<file path="src/rtl/bgdbg_pkg.sv">
package bgdbg_pkg;

    localparam int OPW = 4;

    localparam logic [OPW-1:0] OP_NOP   = 4'd0;
    localparam logic [OPW-1:0] OP_RDREG = 4'd1;
    localparam logic [OPW-1:0] OP_WRREG = 4'd2;
    localparam logic [OPW-1:0] OP_RDMEM = 4'd3;
    localparam logic [OPW-1:0] OP_WRMEM = 4'd4;
    localparam logic [OPW-1:0] OP_GO    = 4'd5;
    localparam logic [OPW-1:0] OP_STEP  = 4'd6;

    typedef enum logic [1:0] {
        ST_RUN  = 2'd0,
        ST_HALT = 2'd1,
        ST_STEP = 2'd2
    } run_state_e;

endpackage

</file>
<file path="src/rtl/bgdbg_sync.sv">
module bgdbg_sync #(
    parameter int W      = 2,
    parameter int STAGES = 2
) (
    input  logic         clk,
    input  logic         rst_n,
    input  logic [W-1:0] async_i,
    output logic [W-1:0] sync_o
);

    logic [W-1:0] stg_q [STAGES];
    logic [W-1:0] stg_d [STAGES];

    always_comb begin
        stg_d[0] = async_i;
        for (int s = 1; s < STAGES; s++) begin
            stg_d[s] = stg_q[s-1];
        end
    end

    generate
        for (genvar g = 0; g < STAGES; g++) begin : g_stage
            always_ff @(posedge clk or negedge rst_n) begin
                if (!rst_n) stg_q[g] <= '0;
                else        stg_q[g] <= stg_d[g];
            end
        end
    endgenerate

    assign sync_o = stg_q[STAGES-1];

endmodule

</file>
<file path="src/rtl/bgdbg_frame.sv">
module bgdbg_frame #(
    parameter int FW = 17
) (
    input  logic          clk,
    input  logic          rst_n,
    input  logic          sclk_s,
    input  logic          sdi_s,
    input  logic          clear_i,
    input  logic          load_i,
    input  logic [FW-1:0] load_word_i,
    output logic          sdo_o,
    output logic          rise_o,
    output logic          done_o,
    output logic          idle_o,
    output logic [FW-1:0] word_o
);

    localparam int CW = $clog2(FW);

    typedef struct packed {
        logic [FW-2:0] rx;
        logic [FW-1:0] tx;
        logic [CW-1:0] cnt;
        logic          prev;
    } frm_t;

    frm_t q, d;
    logic rise, last;

    always_comb begin
        rise   = sclk_s & ~q.prev;
        last   = (q.cnt == CW'(FW-1));
        d      = q;
        d.prev = sclk_s;
        if (rise) begin
            d.rx  = {q.rx[FW-3:0], sdi_s};
            d.tx  = {q.tx[FW-2:0], 1'b0};
            d.cnt = last ? '0 : q.cnt + 1'b1;
        end
        if (clear_i) begin
            d.rx  = '0;
            d.cnt = '0;
        end
        if (load_i) begin
            d.tx = load_word_i;
        end
    end

    always_ff @(posedge clk or negedge rst_n) begin
        if (!rst_n) q <= '0;
        else        q <= d;
    end

    assign sdo_o  = q.tx[FW-1];
    assign rise_o = rise;
    assign done_o = rise & last;
    assign idle_o = (q.cnt == '0) & ~rise;
    assign word_o = {q.rx, sdi_s};

endmodule

</file>
<file path="src/rtl/bgdbg_ctrl.sv">
module bgdbg_ctrl
    import bgdbg_pkg::*;
#(
    parameter int FW       = 17,
    parameter int HOLD_CYC = 16,
    localparam int AW      = FW - OPW,
    localparam int DW      = FW - 1
) (
    input  logic          clk,
    input  logic          rst_n,
    input  logic          sclk_s,
    input  logic          rise_i,
    input  logic          done_i,
    input  logic          idle_i,
    input  logic [FW-1:0] word_i,
    output logic          clear_o,
    output logic          load_o,
    output logic [FW-1:0] load_word_o,
    input  logic          bgnd_i,
    input  logic          insn_done_i,
    output logic          freeze_o,
    output logic          step_o,
    output logic          acc_req,
    output logic          acc_we,
    output logic          acc_mem,
    output logic [AW-1:0] acc_addr,
    output logic [DW-1:0] acc_wdata,
    input  logic          acc_ack,
    input  logic [DW-1:0] acc_rdata
);

    localparam int HW = $clog2(HOLD_CYC + 1);
    localparam logic [FW-1:0] RSP_OK  = '0;
    localparam logic [FW-1:0] RSP_ERR = {1'b1, {DW{1'b0}}};

    typedef struct packed {
        run_state_e    st;
        logic          await_wr;
        logic          wr_mem;
        logic          read_pend;
        logic          req;
        logic          we;
        logic          mem;
        logic [AW-1:0] addr;
        logic [DW-1:0] wdata;
        logic [HW-1:0] hold;
    } ctl_t;

    ctl_t q, d;
    logic [OPW-1:0] op;

    always_comb begin
        d           = q;
        clear_o     = 1'b0;
        load_o      = 1'b0;
        load_word_o = RSP_OK;
        op          = word_i[FW-1 -: OPW];

        if (rise_i)  d.read_pend = 1'b0;
        if (acc_ack) begin
            d.req       = 1'b0;
            d.read_pend = 1'b0;
            if (q.read_pend && idle_i) begin
                load_o      = 1'b1;
                load_word_o = {1'b0, acc_rdata};
            end
        end

        if (done_i) begin
            load_o      = 1'b1;
            load_word_o = RSP_OK;
            if (q.await_wr) begin
                d.await_wr = 1'b0;
                d.req      = 1'b1;
                d.we       = 1'b1;
                d.mem      = q.wr_mem;
                d.wdata    = word_i[DW-1:0];
            end else if (op > OP_STEP || q.req) begin
                load_word_o = RSP_ERR;
            end else if (op == OP_GO) begin
                d.st = ST_RUN;
            end else if (op == OP_STEP) begin
                if (q.st == ST_HALT) d.st = ST_STEP;
            end else if (q.st != ST_HALT) begin
                load_word_o = RSP_ERR;
            end else if (op == OP_RDREG || op == OP_RDMEM) begin
                d.req       = 1'b1;
                d.we        = 1'b0;
                d.mem       = (op == OP_RDMEM);
                d.addr      = word_i[AW-1:0];
                d.read_pend = 1'b1;
                load_word_o = RSP_ERR;
            end else if (op == OP_WRREG || op == OP_WRMEM) begin
                d.await_wr = 1'b1;
                d.wr_mem   = (op == OP_WRMEM);
                d.addr     = word_i[AW-1:0];
            end
        end

        if (q.st == ST_RUN && sclk_s) begin
            if (q.hold < HW'(HOLD_CYC)) d.hold = q.hold + 1'b1;
            if (q.hold == HW'(HOLD_CYC - 1)) begin
                d.st    = ST_HALT;
                clear_o = 1'b1;
            end
        end else begin
            d.hold = '0;
        end

        if (q.st == ST_RUN && bgnd_i)       d.st = ST_HALT;
        if (q.st == ST_STEP && insn_done_i) d.st = ST_HALT;
    end

    always_ff @(posedge clk or negedge rst_n) begin
        if (!rst_n) begin
            q    <= '0;
            q.st <= ST_RUN;
        end else begin
            q <= d;
        end
    end

    assign freeze_o  = (q.st == ST_HALT);
    assign step_o    = (q.st == ST_STEP);
    assign acc_req   = q.req;
    assign acc_we    = q.we;
    assign acc_mem   = q.mem;
    assign acc_addr  = q.addr;
    assign acc_wdata = q.wdata;

endmodule

</file>
<file path="src/rtl/bgdbg_port.sv">
module bgdbg_port
    import bgdbg_pkg::*;
#(
    parameter int FW          = 17,
    parameter int HOLD_CYC    = 16,
    parameter int SYNC_STAGES = 2,
    localparam int AW         = FW - OPW,
    localparam int DW         = FW - 1
) (
    input  logic          clk,
    input  logic          rst_n,
    input  logic          dbg_sclk,
    input  logic          dbg_sdi,
    output logic          dbg_sdo,
    output logic          dbg_freeze,
    output logic          dbg_step,
    input  logic          core_bgnd,
    input  logic          core_insn_done,
    output logic          acc_req,
    output logic          acc_we,
    output logic          acc_mem,
    output logic [AW-1:0] acc_addr,
    output logic [DW-1:0] acc_wdata,
    input  logic          acc_ack,
    input  logic [DW-1:0] acc_rdata
);

    logic [1:0]    pins_s;
    logic          rise, done, idle, clear, load;
    logic [FW-1:0] word, load_word;

    bgdbg_sync #(.W(2), .STAGES(SYNC_STAGES)) u_sync (
        .clk     (clk),
        .rst_n   (rst_n),
        .async_i ({dbg_sclk, dbg_sdi}),
        .sync_o  (pins_s)
    );

    bgdbg_frame #(.FW(FW)) u_frame (
        .clk         (clk),
        .rst_n       (rst_n),
        .sclk_s      (pins_s[1]),
        .sdi_s       (pins_s[0]),
        .clear_i     (clear),
        .load_i      (load),
        .load_word_i (load_word),
        .sdo_o       (dbg_sdo),
        .rise_o      (rise),
        .done_o      (done),
        .idle_o      (idle),
        .word_o      (word)
    );

    bgdbg_ctrl #(.FW(FW), .HOLD_CYC(HOLD_CYC)) u_ctrl (
        .clk         (clk),
        .rst_n       (rst_n),
        .sclk_s      (pins_s[1]),
        .rise_i      (rise),
        .done_i      (done),
        .idle_i      (idle),
        .word_i      (word),
        .clear_o     (clear),
        .load_o      (load),
        .load_word_o (load_word),
        .bgnd_i      (core_bgnd),
        .insn_done_i (core_insn_done),
        .freeze_o    (dbg_freeze),
        .step_o      (dbg_step),
        .acc_req     (acc_req),
        .acc_we      (acc_we),
        .acc_mem     (acc_mem),
        .acc_addr    (acc_addr),
        .acc_wdata   (acc_wdata),
        .acc_ack     (acc_ack),
        .acc_rdata   (acc_rdata)
    );

endmodule

</file>
<file path="config.mk">
export PLATFORM = sky130hd
export DESIGN_NAME = bgdbg_port
export DESIGN_NICKNAME = d
export VERILOG_FILES = /design/src/rtl/bgdbg_pkg.sv /design/src/rtl/bgdbg_sync.sv /design/src/rtl/bgdbg_frame.sv /design/src/rtl/bgdbg_ctrl.sv /design/src/rtl/bgdbg_port.sv
export SDC_FILE = /design/constraint.sdc
export NUM_CORES = 1
export LEC_CHECK = 0
export CAP_MARGIN = 20
export CORE_MARGIN = 5
export CORE_UTILIZATION = 30
export DETAILED_ROUTE_END_ITERATION = 7
export SLEW_MARGIN = 20
export SYNTH_ARGS = -nofsm -noshare
export SYNTH_HDL_FRONTEND = slang
export SYNTH_SLANG_ARGS = --single-unit
</file>
<file path="constraint.sdc">
create_clock -name clk -period 4.3 [get_ports clk]
set_input_delay 0.43 -clock clk [delete_from_list [all_inputs] [get_ports clk]]
set_output_delay 0.43 -clock clk [all_outputs]
set_load 0.01 [all_outputs]
</file>
==> results.yml, run 1 <==
sta:
  finalClockSkew_ns: 0.00599
  layout_worst_path_cycle_share: 0.588
  worst-slew-pin-transition_ns: 1.04
  setup_viol_count_final: 0
  period_needed_ns: 2.53
  tns_ns: 0
  rsz0062_at_grt: "no"
  post-route-worst-setup-slack_ns: 1.77
  hold_viol: 0
  relative_max_transition_margin: 0.302
  final-max-slew-violation-count: 0
  max_clock_freq_mhz: 396
logic_synthesis:
  yosys.area.top_type_share: 0.538
  synth_seq_cells: 85
  yosys.cell_count.top_type: "sky130_fd_sc_hd__dfrtp_1"
  synth_fp_nets: 367
  netlist_top_cells_area: "sky130_fd_sc_hd__dfrtp_1 (54%), sky130_fd_sc_hd__buf_4 (5.5%), sky130_fd_sc_hd__mux2_2 (5.4%), sky130_fd_sc_hd__mux2i_1 (5.1%), sky130_fd_sc_hd__mux2_4 (3.8%)"
  postSynthCellCount: 340
  yosys_warnings: 0
  ys_dominant_reg_cell: "sky130_fd_sc_hd__dfrtp_1"
  post_synth_num_cell_types: 47
  syn_avg_cell_area_um2: 11.6
  netlist_top_cells_count: "sky130_fd_sc_hd__dfrtp_1 (85), sky130_fd_sc_hd__nand2_1 (40), sky130_fd_sc_hd__buf_4 (29), sky130_fd_sc_hd__a21oi_1 (22), sky130_fd_sc_hd__mux2i_1 (20)"
  synth_seq_area_share: 0.538
  post-synth-top-area-cell: "sky130_fd_sc_hd__dfrtp_1"
  synth-edff-count: 0
  syn-cell-area_um2: 3950
  synth-async-reset-ratio: 1.00
layout:
  final-seq-area_um2: 2130
  count_of_nets_after_finishing: 389
  drive_above_1_share: 0.142
  multiInputGateArea_um2: 1490
  antenna_cells: 0
  count_of_fill_cells_added_during_filler_insertion: 1264
  final_cells: 543
  post-route-cell-area_um2: 4720
  layout-area-overhead-vs-synth_pct: 19.4
flow_run:
  maxCapViolations: 0
clock_network:
  clkSlewWorstSetupHoldPaths_ns: 0.06
  clock-sinks: 85
  ctsLongestPathBuffers: 2
  clock_latency_ns: 0.34
  cts-buffers-inserted: 9
  clockRootBuffer: "sky130_fd_sc_hd__clkbuf_16"
  tritoncts: "done"
  ctsHtreeMaxLevel: 3
  cts_post_setup_buffers_inserted: 0
  resized_after_cts: 0
  cts_hold_repair.buffers: 0
global_routing:
  vias_in_the_first_global_route: 2488
  wire_length_of_the_first_global_routing_pass_mm: 12.6
  initial_antenna_violation_count: 0
  grt_max_degree: 86
  total_grt_usage: 0.0994
  grt-ovfl-total: 0
pwr:
  power.share.switching: 0.270
  clock_power_share: 0.380
  pwr-share-seq: 0.509
  p_int_mw: 1.37
  cellPowerDensity_nw_per_um2: 399
  switchingPower_uw: 507
  power.combinational.fraction: 0.111
  power.leakage_nw: 2.02
  max-vdd-ir-drop_mv: 0.209
setup_path:
  path_max_fanout: 13
  start_kind: "flip-flop"
  cp.arrival_ns: 2.75
  cp_data_required_time_ns: 4.52
  ff2ff_setup_slack_ns: 1.77
  crit_path_end_kind: "flip-flop"
  critical_path_class: "reg2reg"
route:
  remaining_drc_errors: 0
  via_count: 2508
  first_iter_violations: 181
  post_route_antenna_net_violation_count: 0
  wirelength_mm: 7.56
  detailed_route_vias_per_instance: 4.62
  firstDrtPassIters: 4
  detail_route.wl_per_cell_um: 13.9
floorplan:
  design.die.area_um2: 15600
  std_cell_rows: 42
  core_area_um2: 13100
  floorplan.initialDensity: 0.302
  io-pin-count: 58
  dieHeight_um: 125
  die_width_um: 125
hold_path:
  worst_hold_check_path_type: "in2async"
placed_design:
  dp_hpwl_mm: 5.04
  gp_congestion: 0.750
  postPlaceCellArea_um2: 4440
  port_buffers: 57
  place.detailed.instances: 527
  dp_slack_ns: 1.75
status:
  status: "completed"
-- layer usage --
metal / global-route usage / wire length [um]
met2: 0.161 / 3670
met3: 0.0420 / 413
met5: 0 / 0
met4: 0.0245 / 95
met1: 0.123 / 3370
-- critical path, stage by stage, from the launching register on --
cell and delay [ns]:
sky130_fd_sc_hd__dfrtp_1 0.42, sky130_fd_sc_hd__inv_1 0.07, sky130_fd_sc_hd__ha_1 0.17, sky130_fd_sc_hd__nand4bb_1 0.26, sky130_fd_sc_hd__or2_4 0.35, sky130_fd_sc_hd__or3_1 0.70, sky130_fd_sc_hd__mux2_4 0.43
-- placed cells by master, fill, tap and decap left out, types with 3 or more instances in the layout --
cell                               n
sky130_fd_sc_hd__o2bb2ai_1        15
sky130_fd_sc_hd__o21ai_0           5
sky130_fd_sc_hd__ha_1              4
sky130_fd_sc_hd__clkbuf_16         9
sky130_fd_sc_hd__dfrtp_1          85
sky130_fd_sc_hd__nor2_1           12
sky130_fd_sc_hd__xor2_1            6
sky130_fd_sc_hd__nor3_1            5
sky130_fd_sc_hd__nor2b_1           3
sky130_fd_sc_hd__mux2i_1          20
sky130_fd_sc_hd__a21oi_1          22
sky130_fd_sc_hd__nand4_1           3
sky130_fd_sc_hd__nand2b_1          3
sky130_fd_sc_hd__clkdlybuf4s50_1  56
sky130_fd_sc_hd__and3_1            4
sky130_fd_sc_hd__nand2_1          40
sky130_fd_sc_hd__mux2_4           10
sky130_fd_sc_hd__inv_1             6
sky130_fd_sc_hd__mux2_2           19
-- cells by family (layout without fill, tap and decap cells) --
group                    after synthesis  after routing  share of synthesized area
AO/OA/AOI/OAI                         52             52                     0.0874
flip-flops                            85             85                      0.538
multiplexers                          49             49                      0.143
buffers and inverters                 54             81                     0.0880
adder cells (fa/ha/maj)                4              4                     0.0127
AND/OR/NAND/NOR                       88             88                      0.113
XOR/XNOR                               8              8                     0.0177
-- final timing paths --
kind                                      start              endpoint  cells past startpoint
worst min register to register  u_sync.stg_d[0]      u_sync.sync_o[0]                      0
max in group asynchronous                 rst_n         u_frame.q[20]                      1
worst min-delay path                      rst_n  u_ctrl.acc_wdata[11]                      1
worst max register to register     u_frame.q[1]    u_ctrl.acc_addr[3]                      6
min in group clk                u_sync.stg_d[0]      u_sync.sync_o[0]                      0
worst max-delay path               u_frame.q[1]    u_ctrl.acc_addr[3]                      6
-- final cells by class --
type | count | area share
well taps | 176 | 0.0467
clock buffers | 10 | 0.0485
inverters | 6 | 0.00477
flip-flops and latches | 85 | 0.451
multi-input cells | 201 | 0.315
clock inverters | 6 | 0.00981
repair buffers | 59 | 0.124
-- power groups by stage --
| stage | Sequential [mW] | Combinational, mW | Clock, mW |
|---|---|---|---|
| after CTS | 0.956 | 0.212 | 0.740 |
| final | 0.957 | 0.209 | 0.714 |
| after global placement | 0.966 | 0.205 | 0 |
| after global routing | 0.971 | 0.240 | 0.772 |
| after floorplan | 0.936 | 0.151 | 0 |
| after detailed placement | 0.970 | 0.212 | 0 |
-- metrics by stage --
step | util | power (mW) | hold WS (ns)
2_1_floorplan | - | 1.09 | 0.134
3_3_place_gp | 0.339 | 1.17 | 0.337
3_5_place_dp | 0.339 | 1.18 | 0.340
4_1_cts | 0.360 | 1.91 | 0.336
5_1_grt | 0.360 | 1.98 | 0.207
6_report | 0.360 | 1.88 | 0.143
-- state kept, by name (all words and copies together), names as in the netlist --
| signal | count |
|---|---|
| u_frame.sdo_o | 1 |
| u_ctrl.acc_addr | 13 |
| u_ctrl.q | 10 |
| u_frame.q | 22 |
| u_ctrl.acc_mem | 1 |
| u_sync.stg_d | 2 |
| u_ctrl.acc_req | 1 |
| u_ctrl.acc_we | 1 |
| u_frame.word_o | 16 |
| u_sync.sync_o | 2 |
| u_ctrl.acc_wdata | 16 |
(Power assumes the default switching activity.)
==> run 2, diff against run 1 <==
clock period = 2.45 ns   (was 4.3 ns; I/O delays follow)
==> run 2 against run 1 <==
  * Global-route usage rose by 0.41 points
  * Via count is 0.84% lower
  * Hold slack improved by 0.20 ns
  * Non-clock buffer count rose by 9
  * Flip-flop and latch count unchanged
==> results.yml, run 2 (synthesis gave the netlist of run 1 again) <==
layout:
  layout_common_cells: "sky130_fd_sc_hd__dfrtp_1 (85), sky130_fd_sc_hd__clkdlybuf4s50_1 (56), sky130_fd_sc_hd__nand2_1 (40), sky130_fd_sc_hd__a21oi_1 (22), sky130_fd_sc_hd__mux2i_1 (20)"
  count_of_nets_after_finishing: 398
  layout-area-overhead-vs-synth_pct: 22.0
  final_common_cell: "sky130_fd_sc_hd__dfrtp_1"
  count_of_fill_cells_added_during_filler_insertion: 1271
  fin_util: 0.368
  antenna_cells: 0
  drive_above_1_share: 0.168
  largest_register: "u_frame.q"
  largest_register_ffs: 22
clock_network:
  clock_latency_ns: 0.34
  resized_after_cts: 0
  clkSlewWorstSetupHoldPaths_ns: 0.07
  clockRootBuffer: "sky130_fd_sc_hd__clkbuf_16"
  cts-buffers-inserted: 9
  tritoncts: "done"
  clock-sinks: 85
  ctsHtreeMaxLevel: 3
  ctsLongestPathBuffers: 2
route:
  detail_route.wl_per_cell_um: 13.9
  post_route_antenna_net_violation_count: 0
  via_count: 2487
  remaining_drc_errors: 0
  wirelength_mm: 7.70
  firstDrtPassIters: 4
  first_iter_violations: 90
  detailed_route_vias_per_instance: 4.51
setup_path:
  start_kind: "flip-flop"
  path_max_fanout: 13
  critical_path_class: "reg2reg"
  crit_path_end_kind: "flip-flop"
  r2r.worst_path.cells: 5
  cp_data_required_time_ns: 2.67
  cp.arrival_ns: 2.33
flow_run:
  maxCapViolations: 0
global_routing:
  groute.layer.met2.usage: 0.173
  grt_max_degree: 48
  vias_in_the_first_global_route: 2603
  wire_length_of_the_first_global_routing_pass_mm: 13.1
  grt_use_met3: 0.0360
  grt-ovfl-total: 0
  gr-max-usage-layer: "met2"
  grt_util_met1: 0.128
  initial_antenna_violation_count: 0
  total_grt_usage: 0.104
placed_design:
  port_buffers: 57
  gp_congestion: 0.785
  dp_hpwl_mm: 5.33
  dp_slack_ns: 0.314
status:
  status: "completed"
pwr:
  cellPowerDensity_nw_per_um2: 694
  power.leakage_nw: 2.06
  max-vdd-ir-drop_mv: 0.306
sta:
  whs_ns: 0.345
  period_needed_ns: 2.11
  finalClockSkew_ns: 0.00789
  tns_ns: 0
  rsz0062_at_grt: "no"
  worst-slew-pin-transition_ns: 0.625
  relative_max_transition_margin: 0.583
  post-route-worst-setup-slack_ns: 0.341
  layout_worst_path_cycle_share: 0.861
  max_clock_freq_mhz: 474
  final-max-slew-violation-count: 0
  setup_viol_count_final: 0
  hold_viol: 0
floorplan:
  core_area_um2: 13100
  die_width_um: 125
  dieHeight_um: 125
  floorplan.initialDensity: 0.302
  design.die.area_um2: 15600
  io-pin-count: 58
  std_cell_rows: 42
hold_path:
  worstHoldPathCells: 1
  worst_hold_check_path_type: "in2reg"
[run 2: changes by cell type in the layout (fill, tap and decap cells not counted), sizes merged]
cell,delta
clkinv,-2
inv,+1
clkinvlp,+2
buf,+8
dlygate4sd3,+1
clkbuf,-1
[run 2: worst paths after layout]
check | slack, ns | start | to
min in group asynchronous | 0.46 | rst_n | u_ctrl.acc_addr[11]
max | 0.34 | u_ctrl.q[39] | u_ctrl.acc_addr[3]
max reg2reg | 0.34 | u_ctrl.q[39] | u_ctrl.acc_addr[3]
min | 0.35 | dbg_sclk | u_sync.stg_d[1]
max in group asynchronous | 1.37 | rst_n | u_frame.q[18]
min reg2reg | 0.36 | u_sync.stg_d[1] | u_sync.sync_o[1]
[run 2: per-layer routing]
layer  vias to the layer above  wire [um]
li1                       1217          -
met1                      1220       3420
met2                        45       3870
met3                         5        353
met4                         0         63
met5                         -          0
[run 2: timing repair]
action / in CTS / in global routing
hold endpoints to repair: 46 / 0
hold buffers: 1 / 0
buffers inserted: 0 / 0
[run 2: worst max-delay path: stages (launching register included)]
cell and delay, ns:
sky130_fd_sc_hd__dfrtp_1 0.43, sky130_fd_sc_hd__or3b_1 0.41, sky130_fd_sc_hd__or2_4 0.27, sky130_fd_sc_hd__or3_1 0.34, sky130_fd_sc_hd__buf_4 0.22, sky130_fd_sc_hd__mux2_4 0.32
[run 2: layout make-up]
class	count	area, um2	area share
clock buffers	9	225	0.0467
flip-flops and latches	85	2130	0.441
inverters	6	22.5	0.00467
clock inverters	7	56.3	0.0117
well taps	176	220	0.0457
repair buffers	68	678	0.141
multi-input cells	201	1490	0.309
[run 2: stage by stage]
| step | area, um2 | power (mW) | cells |
|---|---|---|---|
| 3_5_place_dp | 4520 | 2.09 | 535 |
| 6_report | 4820 | 3.34 | 552 |
| 4_1_cts | 4810 | 3.40 | 552 |
| 5_1_grt | 4820 | 3.53 | 552 |
| 2_1_floorplan | 3950 | 1.91 | 340 |
| 3_3_place_gp | 4520 | 2.07 | 535 |
[run 2: report_power, final]
part           switching, mW  internal (mW)  leakage (nW)  total [mW]
sequential             0.154           1.52          1.15        1.68
clock                  0.591          0.697         0.125        1.29
combinational          0.176          0.201         0.791       0.377
